==> config.mk <==
export PLATFORM = sky130hd
export DESIGN_NAME = text_row_fetch_sched
export DESIGN_NICKNAME = d
export VERILOG_FILES = /design/src/rtl/tfs_pkg.sv /design/src/rtl/tfs_line_timer.sv /design/src/rtl/tfs_slot_arb.sv /design/src/rtl/tfs_prefetch_ctl.sv /design/src/rtl/text_row_fetch_sched.sv
export SDC_FILE = /design/constraint.sdc
export NUM_CORES = 1
export LEC_CHECK = 0
export BUFFER_PORTS_ARGS = -buffer_cell sky130_fd_sc_hd__clkbuf_2
export CAP_MARGIN = 40
export CORE_UTILIZATION = 50
export DETAILED_ROUTE_END_ITERATION = 12
export HOLD_SLACK_MARGIN = 0.06
export PLACE_DENSITY = 0.71
export SLEW_MARGIN = 20
export SYNTH_ARGS = -nofsm -noshare
export SYNTH_HDL_FRONTEND = slang
export SYNTH_SLANG_ARGS = --single-unit
==> constraint.sdc <==
create_clock -name clk -period 7.2 [get_ports clk]
set_clock_uncertainty 0.1 [all_clocks]
set_input_delay 0 -clock clk [delete_from_list [all_inputs] [get_ports clk]]
set_output_delay 0 -clock clk [all_outputs]
set_load 0.02 [all_outputs]
==> src/rtl/tfs_pkg.sv <==
package tfs_pkg;
    localparam int HT_W      = 8;
    localparam int HD_W      = 7;
    localparam int RF_W      = 8;
    localparam int SL_W      = 5;
    localparam int AW        = 16;
    localparam int BUF_DEPTH = 82;
    localparam int SETUP_CYC = 4;
    localparam int IDX_W     = $clog2(BUF_DEPTH);
    localparam int PF_W      = HD_W + 3;
    localparam int CW        = HT_W + 2;

    typedef enum logic [2:0] {
        K_IDLE    = 3'd0,
        K_BITMAP  = 3'd1,
        K_REFRESH = 3'd2,
        K_SETUP   = 3'd3,
        K_CHAR    = 3'd4,
        K_ATTR    = 3'd5
    } slot_kind_e;

    typedef struct packed {
        logic             attr;
        logic [IDX_W-1:0] idx;
    } buf_loc_t;

    // Slots per byte type: setup plus one fetch per column.
    function automatic logic [PF_W-1:0] seg_len(input logic [HD_W-1:0] hd);
        return PF_W'(hd) + PF_W'(SETUP_CYC + 1);
    endfunction

    function automatic logic [PF_W-1:0] pf_total(input logic [HD_W-1:0] hd, input logic two);
        return two ? (seg_len(hd) << 1) : seg_len(hd);
    endfunction

    // Columns past the first buffer spill into the attribute buffer at index 1 onward.
    function automatic buf_loc_t map_col(input logic [HD_W-1:0] col, input logic is_attr);
        buf_loc_t r;
        if (int'(col) >= BUF_DEPTH) begin
            r.attr = 1'b1;
            r.idx  = IDX_W'(int'(col) - (BUF_DEPTH - 1));
        end else begin
            r.attr = is_attr;
            r.idx  = IDX_W'(col);
        end
        return r;
    endfunction
endpackage

==> src/rtl/tfs_line_timer.sv <==
module tfs_line_timer
    import tfs_pkg::*;
(
    input  logic            clk,
    input  logic            rst,
    input  logic [HT_W-1:0] htotal,
    input  logic [SL_W-1:0] row_lines,
    output logic [HT_W-1:0] hpos,
    output logic [SL_W-1:0] lpos,
    output logic            line_end,
    output logic            row_end
);
    assign line_end = (hpos >= htotal);
    assign row_end  = line_end && (lpos >= row_lines);

    always_ff @(posedge clk) begin
        if (rst) begin
            hpos <= '0;
            lpos <= '0;
        end else if (line_end) begin
            hpos <= '0;
            lpos <= row_end ? '0 : lpos + 1'b1;
        end else begin
            hpos <= hpos + 1'b1;
        end
    end

    a_r1_line_restart: assert property (@(posedge clk) disable iff (rst)
        line_end |=> (hpos == '0));
    a_r1_hpos_advance: assert property (@(posedge clk) disable iff (rst)
        !line_end |=> (hpos == $past(hpos) + 1'b1));
    a_r1_row_restart: assert property (@(posedge clk) disable iff (rst)
        row_end |=> (lpos == '0));
endmodule

==> src/rtl/tfs_slot_arb.sv <==
module tfs_slot_arb
    import tfs_pkg::*;
(
    input  logic            clk,
    input  logic            rst,
    input  logic [HT_W-1:0] hpos,
    input  logic [SL_W-1:0] lpos,
    input  logic [HD_W-1:0] hdisp,
    input  logic [RF_W-1:0] refresh,
    input  logic [SL_W-1:0] row_lines,
    input  logic            interlace,
    input  logic [PF_W-1:0] pf_cnt,
    input  logic [PF_W-1:0] pf_tot,
    output slot_kind_e      kind,
    output logic [HD_W-1:0] col,
    output logic            in_attr
);
    logic [CW-1:0]   h_w, bm_last, rf_last;
    logic [SL_W:0]   half;
    logic [PF_W-1:0] seg, off;
    logic            is_bm, is_rf, line_ok, pf_go;

    assign h_w     = CW'(hpos);
    assign bm_last = CW'(hdisp);
    assign rf_last = CW'(hdisp) + CW'(refresh);
    assign is_bm   = (h_w <= bm_last);
    assign is_rf   = !is_bm && (h_w <= rf_last);
    assign half    = ({1'b0, row_lines} + 1'b1) >> 1;
    assign line_ok = !interlace || ({1'b0, lpos} < half);
    assign pf_go   = !is_bm && !is_rf && line_ok && (pf_cnt < pf_tot);
    assign seg     = seg_len(hdisp);
    assign in_attr = (pf_cnt >= seg);
    assign off     = in_attr ? pf_cnt - seg : pf_cnt;
    assign col     = HD_W'(off - PF_W'(SETUP_CYC));

    always_comb begin
        if (is_bm)                        kind = K_BITMAP;
        else if (is_rf)                   kind = K_REFRESH;
        else if (!pf_go)                  kind = K_IDLE;
        else if (off < PF_W'(SETUP_CYC))  kind = K_SETUP;
        else if (in_attr)                 kind = K_ATTR;
        else                              kind = K_CHAR;
    end

    // late lines of an interlaced row never carry prefetch work
    a_r6_field_lines: assert property (@(posedge clk) disable iff (rst)
        (interlace && ({1'b0, lpos} >= half)) |-> !(kind inside {K_SETUP, K_CHAR, K_ATTR}));
    a_r2_bitmap_first: assert property (@(posedge clk) disable iff (rst)
        (hpos == '0) |-> (kind == K_BITMAP));
endmodule

==> src/rtl/tfs_prefetch_ctl.sv <==
module tfs_prefetch_ctl
    import tfs_pkg::*;
(
    input  logic            clk,
    input  logic            rst,
    input  slot_kind_e      kind,
    input  logic            row_end,
    input  logic [HD_W-1:0] hdisp,
    input  logic            attr_en,
    output logic [PF_W-1:0] pf_cnt,
    output logic [PF_W-1:0] pf_tot,
    output logic            fill_bank,
    output logic            underrun,
    output logic [AW-1:0]   row_base,
    output logic [RF_W-1:0] rfsh_addr
);
    logic            pf_step;
    logic [PF_W-1:0] pf_nxt;

    assign pf_tot  = pf_total(hdisp, attr_en);
    assign pf_step = (kind inside {K_SETUP, K_CHAR, K_ATTR});
    assign pf_nxt  = pf_cnt + PF_W'(pf_step);

    always_ff @(posedge clk) begin
        if (rst) begin
            pf_cnt    <= '0;
            fill_bank <= 1'b0;
            underrun  <= 1'b0;
            row_base  <= '0;
            rfsh_addr <= '0;
        end else begin
            if (kind == K_REFRESH) rfsh_addr <= rfsh_addr + 1'b1;
            if (row_end) begin
                pf_cnt    <= '0;
                fill_bank <= ~fill_bank;
                underrun  <= (pf_nxt < pf_tot);
                row_base  <= row_base + AW'(hdisp) + 1'b1;
            end else begin
                pf_cnt    <= pf_nxt;
            end
        end
    end

    a_r4_count_bound: assert property (@(posedge clk) disable iff (rst)
        pf_cnt <= pf_tot);
    a_r9_bank_swap: assert property (@(posedge clk) disable iff (rst)
        row_end |=> (fill_bank != $past(fill_bank)));
    a_r9_bank_hold: assert property (@(posedge clk) disable iff (rst)
        !row_end |=> $stable(fill_bank));
    a_r10_flag_hold: assert property (@(posedge clk) disable iff (rst)
        !row_end |=> $stable(underrun));
    a_r3_rfsh_step: assert property (@(posedge clk) disable iff (rst)
        (kind == K_REFRESH) |=> (rfsh_addr == $past(rfsh_addr) + 1'b1));
endmodule

==> src/rtl/text_row_fetch_sched.sv <==
module text_row_fetch_sched
    import tfs_pkg::*;
(
    input  logic             clk,
    input  logic             rst,
    input  logic [HT_W-1:0]  htotal,
    input  logic [HD_W-1:0]  hdisp,
    input  logic [RF_W-1:0]  refresh,
    input  logic [SL_W-1:0]  row_lines,
    input  logic             interlace,
    input  logic             attr_en,
    input  logic [AW-1:0]    char_base,
    input  logic [AW-1:0]    attr_base,
    output logic             mem_req,
    output logic [2:0]       mem_kind,
    output logic [AW-1:0]    mem_addr,
    output logic             wr_en,
    output logic             wr_attr,
    output logic [IDX_W-1:0] wr_idx,
    output logic             wr_bank,
    output logic             disp_bank,
    output logic             underrun
);
    logic [HT_W-1:0] hpos;
    logic [SL_W-1:0] lpos;
    logic            line_end, row_end, in_attr, fill_bank;
    logic [PF_W-1:0] pf_cnt, pf_tot;
    logic [HD_W-1:0] col;
    logic [AW-1:0]   row_base;
    logic [RF_W-1:0] rfsh_addr;
    slot_kind_e      kind;
    buf_loc_t        loc;

    tfs_line_timer u_timer (
        .clk(clk), .rst(rst), .htotal(htotal), .row_lines(row_lines),
        .hpos(hpos), .lpos(lpos), .line_end(line_end), .row_end(row_end)
    );

    tfs_slot_arb u_arb (
        .clk(clk), .rst(rst), .hpos(hpos), .lpos(lpos), .hdisp(hdisp),
        .refresh(refresh), .row_lines(row_lines), .interlace(interlace),
        .pf_cnt(pf_cnt), .pf_tot(pf_tot), .kind(kind), .col(col), .in_attr(in_attr)
    );

    tfs_prefetch_ctl u_pf (
        .clk(clk), .rst(rst), .kind(kind), .row_end(row_end), .hdisp(hdisp),
        .attr_en(attr_en), .pf_cnt(pf_cnt), .pf_tot(pf_tot), .fill_bank(fill_bank),
        .underrun(underrun), .row_base(row_base), .rfsh_addr(rfsh_addr)
    );

    assign mem_kind  = kind;
    assign mem_req   = (kind inside {K_BITMAP, K_REFRESH, K_CHAR, K_ATTR});
    assign loc       = map_col(col, in_attr);
    assign wr_en     = (kind inside {K_CHAR, K_ATTR});
    assign wr_attr   = loc.attr;
    assign wr_idx    = loc.idx;
    assign wr_bank   = fill_bank;
    assign disp_bank = ~fill_bank;

    always_comb begin
        case (kind)
            K_BITMAP:  mem_addr = AW'(hpos);
            K_REFRESH: mem_addr = AW'(rfsh_addr);
            K_CHAR:    mem_addr = char_base + row_base + AW'(col);
            K_ATTR:    mem_addr = attr_base + row_base + AW'(col);
            default:   mem_addr = '0;
        endcase
    end

    a_r7_idx_range: assert property (@(posedge clk) disable iff (rst)
        wr_en |-> (int'(wr_idx) < BUF_DEPTH));
    a_r5_attr_gate: assert property (@(posedge clk) disable iff (rst)
        !attr_en |-> (kind != K_ATTR));
endmodule

# Word-level counts from Yosys, hierarchy flattened
# Cells that the tools add are included.
# classes
addsub	16
eq_ne	5
n_reduce_logical	14
n_mux	10
order_cmp	10
bitwise	1
# op_table
operator	count
case mux 16 bit (4 select lines)	1
adder 16 x 7 -> 16 bit	3
adder 16 bit	2
< comparator 10 bit	2
two-way mux 10 bit	2
adder 16 x 1 -> 16 bit, second input constant	1
adder 8 x 1 -> 8 bit, second input constant	2
two-way mux 3 bit	4
adder 10 x 1 -> 10 bit	1
greater-or-equal comparator 10 bit	1
less-or-equal comparator 8 x 10 -> 1 bit	1
< comparator 10 x 3 -> 1 bit, second input constant	1
subtractor 10 bit	1
adder 7 x 8 -> 9 bit	1
adder 7 x 3 -> 8 bit, second input constant	1
greater-or-equal comparator 8 bit	1
less-or-equal comparator 8 x 7 -> 1 bit	1
two-way mux 8 bit	1
greater-or-equal comparator 7 bit, second input constant	1
subtractor 7 x 3 -> 7 bit, second input constant	1
subtractor 7 bit, second input constant	1
adder 5 x 1 -> 6 bit, second input constant	1
equality test 3 x 2 -> 1 bit, second input constant	2
equality test 3 bit, second input constant	2
other kinds (14)	21
# word_totals
out_inout_bits	32
word_cells	63
input_bits	64
register_bits	49

# Logic depth before layout (Yosys ltp)
# Gate-level depths: netlist (run 1).
# depth
depth_word	14
mapped_depth	29
depth_no_buf	27

# Hierarchy
# A second synthesis (run 1) with hierarchy kept.
# unflattened
cells_unflattened	889
area_unflattened_um2	7280.7
# by_module_without_submodules
module	area_per_inst_um2	cells_each	seq_area_each_um2	instances
tfs_prefetch_ctl	2316.0	270	720.7	1
text_row_fetch_sched	2265.9	275	0.0	1
tfs_slot_arb	1801.7	241	0.0	1
tfs_line_timer	897.1	103	260.2	1

# Worst setup path before layout (run 1)
# No wires, ideal clock.
# synth_timing
path_kind	reg-to-output
startpoint	register u_pf.pf_cnt[0]
endpoint	output mem_addr[14]
n_path_buf	2
arrival_ns	6.070
required_ns	7.100
setup_slack_ns	1.030
path_stages_with_launch	30
cell_sequence	dfxtp_1 > inv_1 > ha_1 > inv_1 > fa_1 > a21oi_1 > o221ai_1 > or3_4 > a31oi_2 > buf_4 > clkbuf_1 > nand2_1 > o31a_1 > ha_1 > or2_2 > a21oi_1 > or2_2 > inv_1 > fa_1 > inv_1 > ha_1 > or3_1 > a311o_1 > a31oi_1 > nor2b_1 > o21ai_0 > a211oi_1 > mux2i_1 > o21ai_0 > a21oi_1
# synth_via
elab_chain_len	9
word_cells_on_any_way	19
cone_classes	add/sub (4); order compare (3); eq/ne (4); mux (7); reduce/logical (1)
# synth_rtl
item	line	text
start: declaration	tfs_prefetch_ctl.sv:10	output logic [PF_W-1:0] pf_cnt,
start signal: assignment	tfs_prefetch_ctl.sv:39	pf_cnt <= pf_nxt;
branches (longest 8 deep; another with adder 16 x 7 -> 16 bit)	--	
case mux 16 bit (4 select lines) *	text_row_fetch_sched.sv:61	case (kind)
end: declaration	text_row_fetch_sched.sv:16	output logic [AW-1:0] mem_addr,
# Every way passes the cells marked *.

# Worst setup path after layout (run 1)
# Ends and elaborated chain as after synthesis.

==> impl_metrics.json, run 1 <==
{
  "setup_tns_ns": 0,
  "clock_latency_ns": 0.29,
  "worstReg2RegStart": "u_timer.hpos[2]",
  "synth-xor-area-share_pct": 8.960,
  "portBuffers": 95,
  "antenna_found_initial": 0,
  "syn_inst": 895,
  "finalSetupViolations": 0,
  "gp_congestion": 0.8757,
  "htree_levels": 2,
  "relSlewSlack_pct": 46.64,
  "final_cell_mix": "ha_1 (124), clkbuf_2 (95), inv_1 (93)",
  "pwr_density_cell_nw_per_um2": 101.2,
  "start_util_pct": 51.51,
  "grt_pass1_vias": 5986,
  "root_buffer": "clkbuf_16",
  "ctsHoldBuffers": 0,
  "drt_wl_total_um": 17610,
  "cp_top_family": "compound AO/OA/AOI/OAI gates",
  "drv_slew": 0,
  "hold_path.class": "primary input to flip-flop",
  "max_freq_mhz": 149.4,
  "arrival_ns": 6.59,
  "max_stage_delay_ns": 0.44,
  "critPathKind": "flip-flop to output port",
  "core_um2": 13990,
  "drive_gt1_share_pct": 14.11,
  "r2r_end": "u_pf.underrun",
  "crit_slowest_cell": "fa_1",
  "cts_tree": "yes",
  "grtUsageTotal_pct": 24.48,
  "regToRegSetupSlack_ns": 2.83,
  "ioPinCount": 96,
  "synth_top_family_by_area": "adder cells",
  "multi_input_area_um2": 5791,
  "ir_worst_vdd_mv": 0.09653,
  "die_h_um": 122.0,
  "synth-seq-cells": 49,
  "hp-start": "hdisp[1]",
  "grt_max_degree": 36,
  "synth.distinct_cells": 72,
  "dpl_worst_slack_ns": 0.5779,
  "drt-initial-drc-count": 300,
  "wire_per_inst_um": 15.12,
  "synth_fp_nets": 1103,
  "die_w_um": 122.0,
  "cts_sinks": 49,
  "crit_buf_inv": 6,
  "period_minus_slack_ns": 6.692,
  "cts_made_buffers": 5,
  "synth-compound-area-share_pct": 20.28,
  "synth_area_um2": 7206,
  "mostFrequentLayoutCell": "ha_1",
  "first_pass_iters": 4,
  "whs_path_depth": 4,
  "period_share_pct": 92.94,
  "rows": 43,
  "via_count": 6554,
  "cts_buffer_depth": 2,
  "synth-simple-area-share_pct": 20.14,
  "synth_mux_area_share_pct": 3.681,
  "viasPerCell": 5.626,
  "async_flop_share_pct": 0,
  "worstHoldEndpoint": "u_pf.row_base[1]",
  "tightest_slew_ns": 0.7987,
  "finalHoldViolCount": 0,
  "synth-edff-count": 0,
  "rsz0062_at_grt": "false",
  "synthFlopType": "dfxtp_1",
  "die-area_um2": 14900,
  "post-cts-setup-buffers": 0,
  "drc": 0,
  "finalWorstSetupSlack_ns": 0.5080,
  "ys_warn_count": 0,
  "grt_pass1_wl_um": 29050,
  "max_cap_violations": 0,
  "end_kind": "output port",
  "hpwl_um": 14590,
  "syn_to_final_growth_pct": 11.25,
  "drtAntennaViolNets": 0,
  "syn_avg_cell_area_um2": 8.051,
  "crit_required_ns": 7.10,
  "synth-adder-area-share_pct": 27.26,
  "ys_seq_area_share_pct": 13.61,
  "clk_pin_slew_ns": 0.07,
  "crit_fanout": 18,
  "status": "finished clean",
  "grt-ovfl-total": 0,
  "num-nets-final": 1192,
  "regArea_um2": 980.9,
  "power.leakage_uw": 0.004005,
  "r2r_cells": 18,
  "num-fill-cells": 1369,
  "antennaDiodeCount": 0,
  "start_kind": "flip-flop"
}
==> stage by stage <==
| stage | util, % | std cells | hold WS [ns] | power [µW] | instance area, µm² |
|---|---|---|---|---|---|
| finish | 57.31 | 1165 | 0.1989 | 811.1 | 8016 |
| global route | 57.31 | 1165 | 0.2573 | 863.1 | 8016 |
| CTS | 57.29 | 1165 | 0.1956 | 812.7 | 8014 |
| detailed placement | 56.27 | 1157 | 0.3761 | 575.1 | 7871 |
| global placement | 56.16 | 1155 | 0.3790 | 572.0 | 7856 |
| floorplan | - | 895 | 0.1015 | 498.5 | 7206 |
==> cells in the mapped netlist (3+ instances only) <==
master | instances | area [µm²]
and4_1 | 3 | 26.28
fa_1 | 19 | 380.4
a22oi_1 | 8 | 60.06
clkbuf_1 | 16 | 60.06
o21a_1 | 8 | 60.06
o31a_1 | 5 | 43.79
nand2b_1 | 18 | 112.6
o21ai_0 | 37 | 185.2
nand4_1 | 9 | 56.30
xor2_1 | 28 | 245.2
ha_1 | 125 | 1564
a211o_1 | 4 | 35.03
a21oi_1 | 50 | 250.2
a31oi_1 | 9 | 56.30
o221ai_1 | 4 | 35.03
nand2_1 | 41 | 153.9
and3_1 | 9 | 56.30
a311o_1 | 7 | 70.07
o31ai_1 | 4 | 30.03
nor3b_1 | 4 | 30.03
or4_1 | 3 | 22.52
nor3_1 | 19 | 95.09
o211ai_1 | 9 | 67.56
nor2b_1 | 28 | 175.2
mux2_2 | 8 | 90.09
nor4_1 | 6 | 37.54
mux2i_1 | 16 | 160.2
or2_2 | 7 | 43.79
or3_1 | 15 | 93.84
nor2_1 | 69 | 259.0
dfxtp_1 | 49 | 980.9
and2_1 | 7 | 43.79
a21o_1 | 26 | 195.2
o21bai_1 | 7 | 52.55
nand3_1 | 33 | 165.2
inv_1 | 93 | 349.1
xnor2_1 | 42 | 367.9
a211oi_1 | 8 | 60.06
==> final cells by class <==
cell class | instances | share of cell area (%)
tap | 180 | 2.809
clock buffer | 6 | 1.608
inverter | 93 | 4.355
sequential | 49 | 12.24
timing repair buffer | 102 | 6.587
multi-input combinational | 733 | 72.23
clock inverter | 2 | 0.1717
==> power by group <==
group          internal, µW  leakage, µW  switching (µW)
clock                   130    0.0000712             109
combinational           131      0.00354             164
sequential              273     0.000395            3.97
==> worst max path at each step <==
stage	end	from	slack [ns]	cells past startpoint
final	mem_addr[14]	u_pf.pf_cnt[0]	0.51	28
after global placement	mem_addr[10]	hdisp[1]	0.79	28
after floorplan	mem_addr[14]	u_pf.pf_cnt[0]	1.03	29
after global routing	mem_addr[14]	u_pf.pf_cnt[0]	0.03	28
after detailed placement	mem_addr[14]	hdisp[3]	0.58	29
after CTS	mem_addr[14]	u_pf.pf_cnt[0]	0.46	28
==> state kept, by name, summed over array words and instances, names as in the netlist <==
name / flops
u_timer.lpos: 5
u_pf.rfsh_addr: 8
u_pf.row_base: 16
u_pf.pf_cnt: 10
u_pf.fill_bank: 1
u_timer.hpos: 8
u_pf.underrun: 1
==> cell families (layout without fill, tap and decap cells) <==
group | count (synthesis) | in the layout
multiplexers | 25 | 25
XOR/XNOR | 72 | 72
flip-flops | 49 | 49
AO/OA/AOI/OAI | 210 | 210
adder cells (fa/ha/maj) | 146 | 146
buffers and inverters | 113 | 203
AND/OR/NAND/NOR | 280 | 280
==> tightest hold or removal path, stage by stage <==
cell and delay, ns:
clkbuf_2 0.21, fa_1 0.20, mux2i_1 0.07, nor2_1 0.08
==> timing repair <==
item | in CTS | in global routing
resized for setup | 0 | 2
endpoints found under the hold margin | 0 | 0
endpoints found under the setup margin | 0 | 3
==> per-layer routing <==
metal | part of all wire [%] | track usage, %
met1 | 50 | 35.24
met2 | 44 | 39.27
met3 | 4.2 | 2.200
met4 | 1.3 | 5.401
met5 | 0 | 0
Power figures use the tool's default switching activity.
==> inputs of run 2 (changes only) <==
Settings changed: PLACE_DENSITY 0.71 to 0.72.
==> run 2 against run 1 <==
Against the previous run: maximum frequency rose by 0.24%; worst hold slack improved by 0.010 ns; utilization barely moved; combinational power barely moved; power rose by 0.12%; register-to-register slack barely moved; first-iteration DRC count rose by 21%; via count fell by 0.85%; final cell count did not move.
==> impl_metrics.json, run 2 (synthesis gave the netlist of run 1 again) <==
{
  "status": "finished clean",
  "finalSetupViolations": 0,
  "critPathKind": "flip-flop to output port",
  "drt_wl_total_um": 17470,
  "antennaDiodeCount": 0,
  "top_register": "u_pf.row_base",
  "cts_sinks": 49,
  "totalPowerFinal_uw": 812.1,
  "rsz0062_at_grt": "false",
  "start_kind": "flip-flop",
  "largest_reg_flops": 16,
  "p_int_uw": 533.6,
  "cts_made_buffers": 5,
  "crit_slowest_cell": "fa_1",
  "relSlewSlack_pct": 51.33,
  "postLayoutCellArea_um2": 8015,
  "max_stage_delay_ns": 0.50,
  "cts_tree": "yes",
  "finalWorstSetupSlack_ns": 0.5240,
  "clkPwrFrac_pct": 29.5,
  "wire_per_inst_um": 15.00,
  "hold_path.class": "primary input to flip-flop",
  "crit_path_frequent_cell": "inv_1",
  "viasPerCell": 5.578,
  "clk_pin_slew_ns": 0.07,
  "num-fill-cells": 1349,
  "mostFrequentLayoutCell": "ha_1",
  "post-place-cells": 1156,
  "finalHoldViolCount": 0,
  "ioPinCount": 96,
  "start_util_pct": 51.51,
  "syn_to_final_growth_pct": 11.23,
  "grtUsageTotal_pct": 24.15,
  "portBuffers": 95,
  "hp-start": "hdisp[1]",
  "die_w_um": 122.0,
  "power.leakage_uw": 0.004005,
  "core_um2": 13990,
  "regToRegSetupSlack_ns": 2.82,
  "swShare_pct": 34.29,
  "num-nets-final": 1192,
  "period_share_pct": 92.72,
  "rows": 43,
  "drive_gt1_share_pct": 14.11,
  "crit_buf_inv": 5,
  "max_cap_violations": 0,
  "ctsHoldBuffers": 0,
  "end_kind": "output port",
  "grt-ovfl-total": 0,
  "drc": 0,
  "cp_top_family": "compound AO/OA/AOI/OAI gates",
  "period_minus_slack_ns": 6.676,
  "fin_cells": 1165,
  "switching_power_uw": 278.4,
  "drt-initial-drc-count": 362,
  "ir_worst_vdd_mv": 0.09297,
  "final_cell_mix": "ha_1 (125), clkbuf_2 (95), inv_1 (93)",
  "pwr_density_cell_nw_per_um2": 101.3,
  "first_pass_iters": 5,
  "antenna_found_initial": 0,
  "grt_pass1_wl_um": 28830,
  "via_count": 6498,
  "drtAntennaViolNets": 0,
  "htree_levels": 2,
  "hpwl_um": 14460,
  "crit_required_ns": 7.10,
  "clock_latency_ns": 0.29,
  "top_regs": "u_pf.row_base x16, u_pf.pf_cnt x10",
  "drv_slew": 0,
  "p_seq_share_pct": 34.1,
  "die_h_um": 122.0,
  "cts_buffer_depth": 2,
  "root_buffer": "clkbuf_16",
  "gp_congestion": 0.8885,
  "arrival_ns": 6.58,
  "tightest_slew_ns": 0.7286,
  "die-area_um2": 14900,
  "worstReg2RegStart": "u_timer.hpos[2]",
  "grt_max_degree": 36,
  "dpl-instance-area_um2": 7864,
  "crit_start": "u_pf.pf_cnt[0]",
  "crit_fanout": 8,
  "max_freq_mhz": 149.8,
  "setup_tns_ns": 0,
  "grt_pass1_vias": 5993,
  "p_comb_share_pct": 36.4,
  "dpl_worst_slack_ns": 0.6189
}
run 2: cell types whose count changed in the layout (fill, tap and decap cells not counted), sizes merged:
cell,delta
clkbuf,-1
clkinvlp,+1
run 2: path summary, 6_finish.rpt:
check / to / cells past startpoint
worst min register to register: u_timer.lpos[4] / 1
worst max-delay path: mem_addr[15] / 28
worst max register to register: u_pf.underrun / 19
worst min-delay path: u_pf.row_base[1] / 4
run 2: worst reg2reg max path, stage by stage, from the launching register on:
cell	delay [ns]
dfxtp_1	0.51
ha_1	0.31
and4_1	0.20
nand4_1	0.10
nand2_1	0.06
a211o_1	0.23
and2_1	0.25
nor2_1	0.24
and4_1	0.33
ha_1	0.28
ha_1	0.28
ha_1	0.28
o31a_1	0.11
o21a_1	0.17
o21a_1	0.16
o21ai_0	0.15
nand2b_1	0.07
a21oi_1	0.22
o2111ai_1	0.16
o21ai_0	0.10
run 2: metal layers:
metal	GRT usage, %	wire, µm	up-vias
li1	-	-	3375
met4	6.019	262	0
met2	38.56	7578	164
met5	0	0	-
met3	1.264	833	16
met1	35.18	8800	2943
run 2: repair_timing:
item | 4_1_cts | 5_1_grt
setup endpoints to repair | 0 | 2
resized for setup | 0 | 1
buffers inserted | 0 | 0
run 2: final cells by class:
cell class | instances | area [µm²] | share of cell area [%]
multi-input combinational | 733 | 5788 | 72.21
sequential | 49 | 980.9 | 12.24
timing repair buffer | 102 | 525.5 | 6.556
inverter | 93 | 349.1 | 4.355
tap | 180 | 225.2 | 2.810
clock buffer | 5 | 125.1 | 1.561
clock inverter | 3 | 21.27 | 0.2654
run 2: through the flow:
stage / hold slack (ns) / util (%)
3_3_place_gp: 0.3557 / 56.16
2_1_floorplan: 0.1015 / -
3_5_place_dp: 0.3668 / 56.22
6_report: 0.2092 / 57.30
4_1_cts: 0.2128 / 57.26
5_1_grt: 0.2542 / 57.30
run 2: power by group through the flow:
stage,combinational (µW),clock (µW),sequential (µW)
after floorplan,217,0,282
after global routing,334,257,277
final,296,239,277
after global placement,289,0,283
after CTS,295,244,277
after detailed placement,293,0,283
==> inputs of run 3 (changes only) <==
Settings changed: ABC_AREA set to 1, CORE_UTILIZATION 50 to 55, PLACE_DENSITY 0.72 to 0.77.
==> run 3 against run 2 <==
Against the previous run: sequential cell count stayed put; area after synthesis is 2.2% higher; clock power is 18% higher; routed wire length is 2.9% higher; utilization is 6.4 points higher; combinational power is 6% higher; sequential power hardly changed; via count is 9.5% higher; cell area is 1.9% higher; critical path type unchanged; critical endpoint unchanged; largest power group unchanged.
==> impl_metrics.json, run 3 <==
{
  "syn_to_final_growth_pct": 10.91,
  "hp-start": "hdisp[1]",
  "drv_slew": 0,
  "crit_required_ns": 7.10,
  "arrival_ns": 5.87,
  "die-area_um2": 13850,
  "synth.distinct_cells": 47,
  "cp-endpoint": "mem_addr[15]",
  "r2r_cells": 24,
  "synth-edff-count": 0,
  "syn_avg_cell_area_um2": 6.992,
  "antennaDiodeCount": 0,
  "dpl_worst_slack_ns": 1.408,
  "finalHoldViolCount": 0,
  "top_regs": "u_pf.row_base x16, u_pf.pf_cnt x10",
  "core_um2": 12820,
  "synth_top_area_share_pct": 21.24,
  "grt-ovfl-total": 0,
  "ys_top_cells_by_count": "inv_1 (198), nand2_1 (172), ha_1 (125), a21oi_1 (88), nor2_1 (59)",
  "crit_fanout": 31,
  "drc": 0,
  "hpwl_um": 15030,
  "critPathKind": "flip-flop to output port",
  "period_minus_slack_ns": 5.970,
  "ys_warn_count": 0,
  "root_buffer": "clkbuf_16",
  "crit_path_frequent_cell": "nand2_1",
  "drtAntennaViolNets": 0,
  "cts_made_buffers": 5,
  "gp_congestion": 0.9147,
  "grt_max_degree": 32,
  "crit_slowest_cell": "fa_1",
  "yosysMostFrequentCell": "inv_1",
  "drt-initial-drc-count": 400,
  "final_cell_mix": "inv_1 (198), nand2_1 (172), ha_1 (125)",
  "cts.repair.resized": 0,
  "clock_latency_ns": 0.30,
  "synth-seq-cells": 49,
  "via_count": 7116,
  "r2r_end": "u_pf.underrun",
  "end_kind": "output port",
  "max_stage_delay_ns": 0.49,
  "totalPowerFinal_uw": 873.7,
  "cts_buffer_depth": 2,
  "max_freq_mhz": 167.5,
  "mostFrequentLayoutCell": "inv_1",
  "cts_sinks": 49,
  "start_kind": "flip-flop",
  "htree_levels": 2,
  "regArea_um2": 980.9,
  "ioPinCount": 96,
  "period_share_pct": 82.92,
  "first_pass_iters": 5,
  "post-cts-setup-buffers": 0,
  "finalSetupViolations": 0,
  "largest_reg_flops": 16,
  "setup_tns_ns": 0,
  "die_h_um": 117.7,
  "viasPerCell": 5.407,
  "syn_inst": 1053,
  "crit_start": "u_pf.pf_cnt[0]",
  "async_flop_share_pct": 0,
  "status": "finished clean",
  "num-nets-final": 1351,
  "ys_seq_area_share_pct": 13.32,
  "max_cap_violations": 0,
  "multi_input_area_um2": 5514,
  "cts_tree": "yes",
  "portBuffers": 95,
  "top_register": "u_pf.row_base",
  "start_util_pct": 57.40,
  "drt_wl_total_um": 17980,
  "synth_area_um2": 7362,
  "wire_per_inst_um": 13.66,
  "synth_area_leaders": "ha_1 (21%), dfxtp_1 (13%), inv_1 (10%)",
  "rsz0062_at_grt": "false",
  "finalWorstSetupSlack_ns": 1.230,
  "power.leakage_uw": 0.004307,
  "regToRegSetupSlack_ns": 2.35,
  "hold_path.class": "primary input to flip-flop",
  "grtUsageTotal_pct": 26.28,
  "synthFlopType": "dfxtp_1",
  "grt_pass1_wl_um": 30000,
  "drive_gt1_share_pct": 13.72,
  "worstReg2RegStart": "u_timer.hpos[0]",
  "synth_area_leader_cell": "ha_1",
  "tightest_slew_ns": 0.5575,
  "clk_pin_slew_ns": 0.07,
  "antenna_found_initial": 0,
  "grt_pass1_vias": 6637,
  "die_w_um": 117.7,
  "rows": 41,
  "ir_worst_vdd_mv": 0.08909,
  "pwr_density_cell_nw_per_um2": 107.0,
  "num-fill-cells": 1244,
  "relSlewSlack_pct": 62.60,
  "synth_fp_nets": 1261
}
[run 3: cell types whose count changed in the layout (fill, tap and decap cells not counted), moves of 15 or more]
cell	previous run	this run
nand2_1	41	172
inv_1	93	198
o2111ai_1	2	21
xnor2_1	42	14
nor2b_1	28	0
nand2_2	1	17
a21oi_1	50	88
nand3_1	33	57
a21o_1	26	1
or3_1	15	0
nand2b_1	18	0
mux2i_1	16	0
xor2_1	28	48
[run 3: what timing repair did]
action | in CTS | in global routing
setup endpoints to repair | 0 | 0
hold buffers | 1 | 0
hold endpoints to repair | 10 | 0
[run 3: kinds of logic (layout without fill, tap and decap cells)]
family | count (synthesis) | after routing | share of synthesized area, %
fa+ha+maj | 144 | 144 | 26.41
xor+xnor | 63 | 63 | 7.597
buf+inv | 218 | 309 | 11.78
simple gates | 377 | 377 | 24.49
flops | 49 | 49 | 13.32
compound gates | 202 | 202 | 16.40
[run 3: routing by layer]
metal,share of wire [%],GRT usage (%)
met5,0,0
met4,2.6,7.372
met3,4.7,3.634
met2,47,45.96
met1,46,33.44
[run 3: metrics by stage]
stage	area (µm²)	util [%]	hold WS [ns]	cells
2_1_floorplan	7362	-	0.1569	1053
3_3_place_gp	7968	62.13	0.2560	1306
4_1_cts	8150	63.55	0.2128	1315
6_report	8165	63.67	0.2203	1316
5_1_grt	8165	63.67	0.2690	1316
3_5_place_dp	7968	62.13	0.2481	1306
[run 3: cell type report]
class / instances / share of cell area (%)
repair buffers: 98 / 6.221
flip-flops and latches: 49 / 12.01
inverters: 203 / 9.485
clock buffers: 5 / 1.532
well taps: 172 / 2.636
multi-input cells: 786 / 67.53
clock inverters: 3 / 0.5823
[run 3: power by group]
part	total, µW	internal, µW	leakage [µW]	switching, µW
clock	283	167	0.0000848	116
combinational	313	118	0.00383	195
sequential	278	274	0.000395	4.36
total	874	559	0.00431	315
[run 3: worst min-delay path by stage]
stage	endpoint	slack, ns	cells after the start
6_report	u_pf.row_base[1]	0.22	4
3_3_place_gp	u_pf.row_base[15]	0.26	2
3_5_place_dp	u_pf.row_base[15]	0.25	2
5_1_grt	u_pf.row_base[1]	0.27	4
4_1_cts	u_pf.row_base[1]	0.21	4
2_1_floorplan	u_pf.row_base[1]	0.16	3
[run 3: critical path: cells and delay by family, from the launching register on]
kind	cells	cell delay, ns
adders and majority gates	5	1.61
DFF	1	0.35
and+or+nand+nor	11	1.26
xor gates and xnor gates	1	0.38
AOI/OAI and AO/OA	8	1.58
buffers and inverters	4	0.41
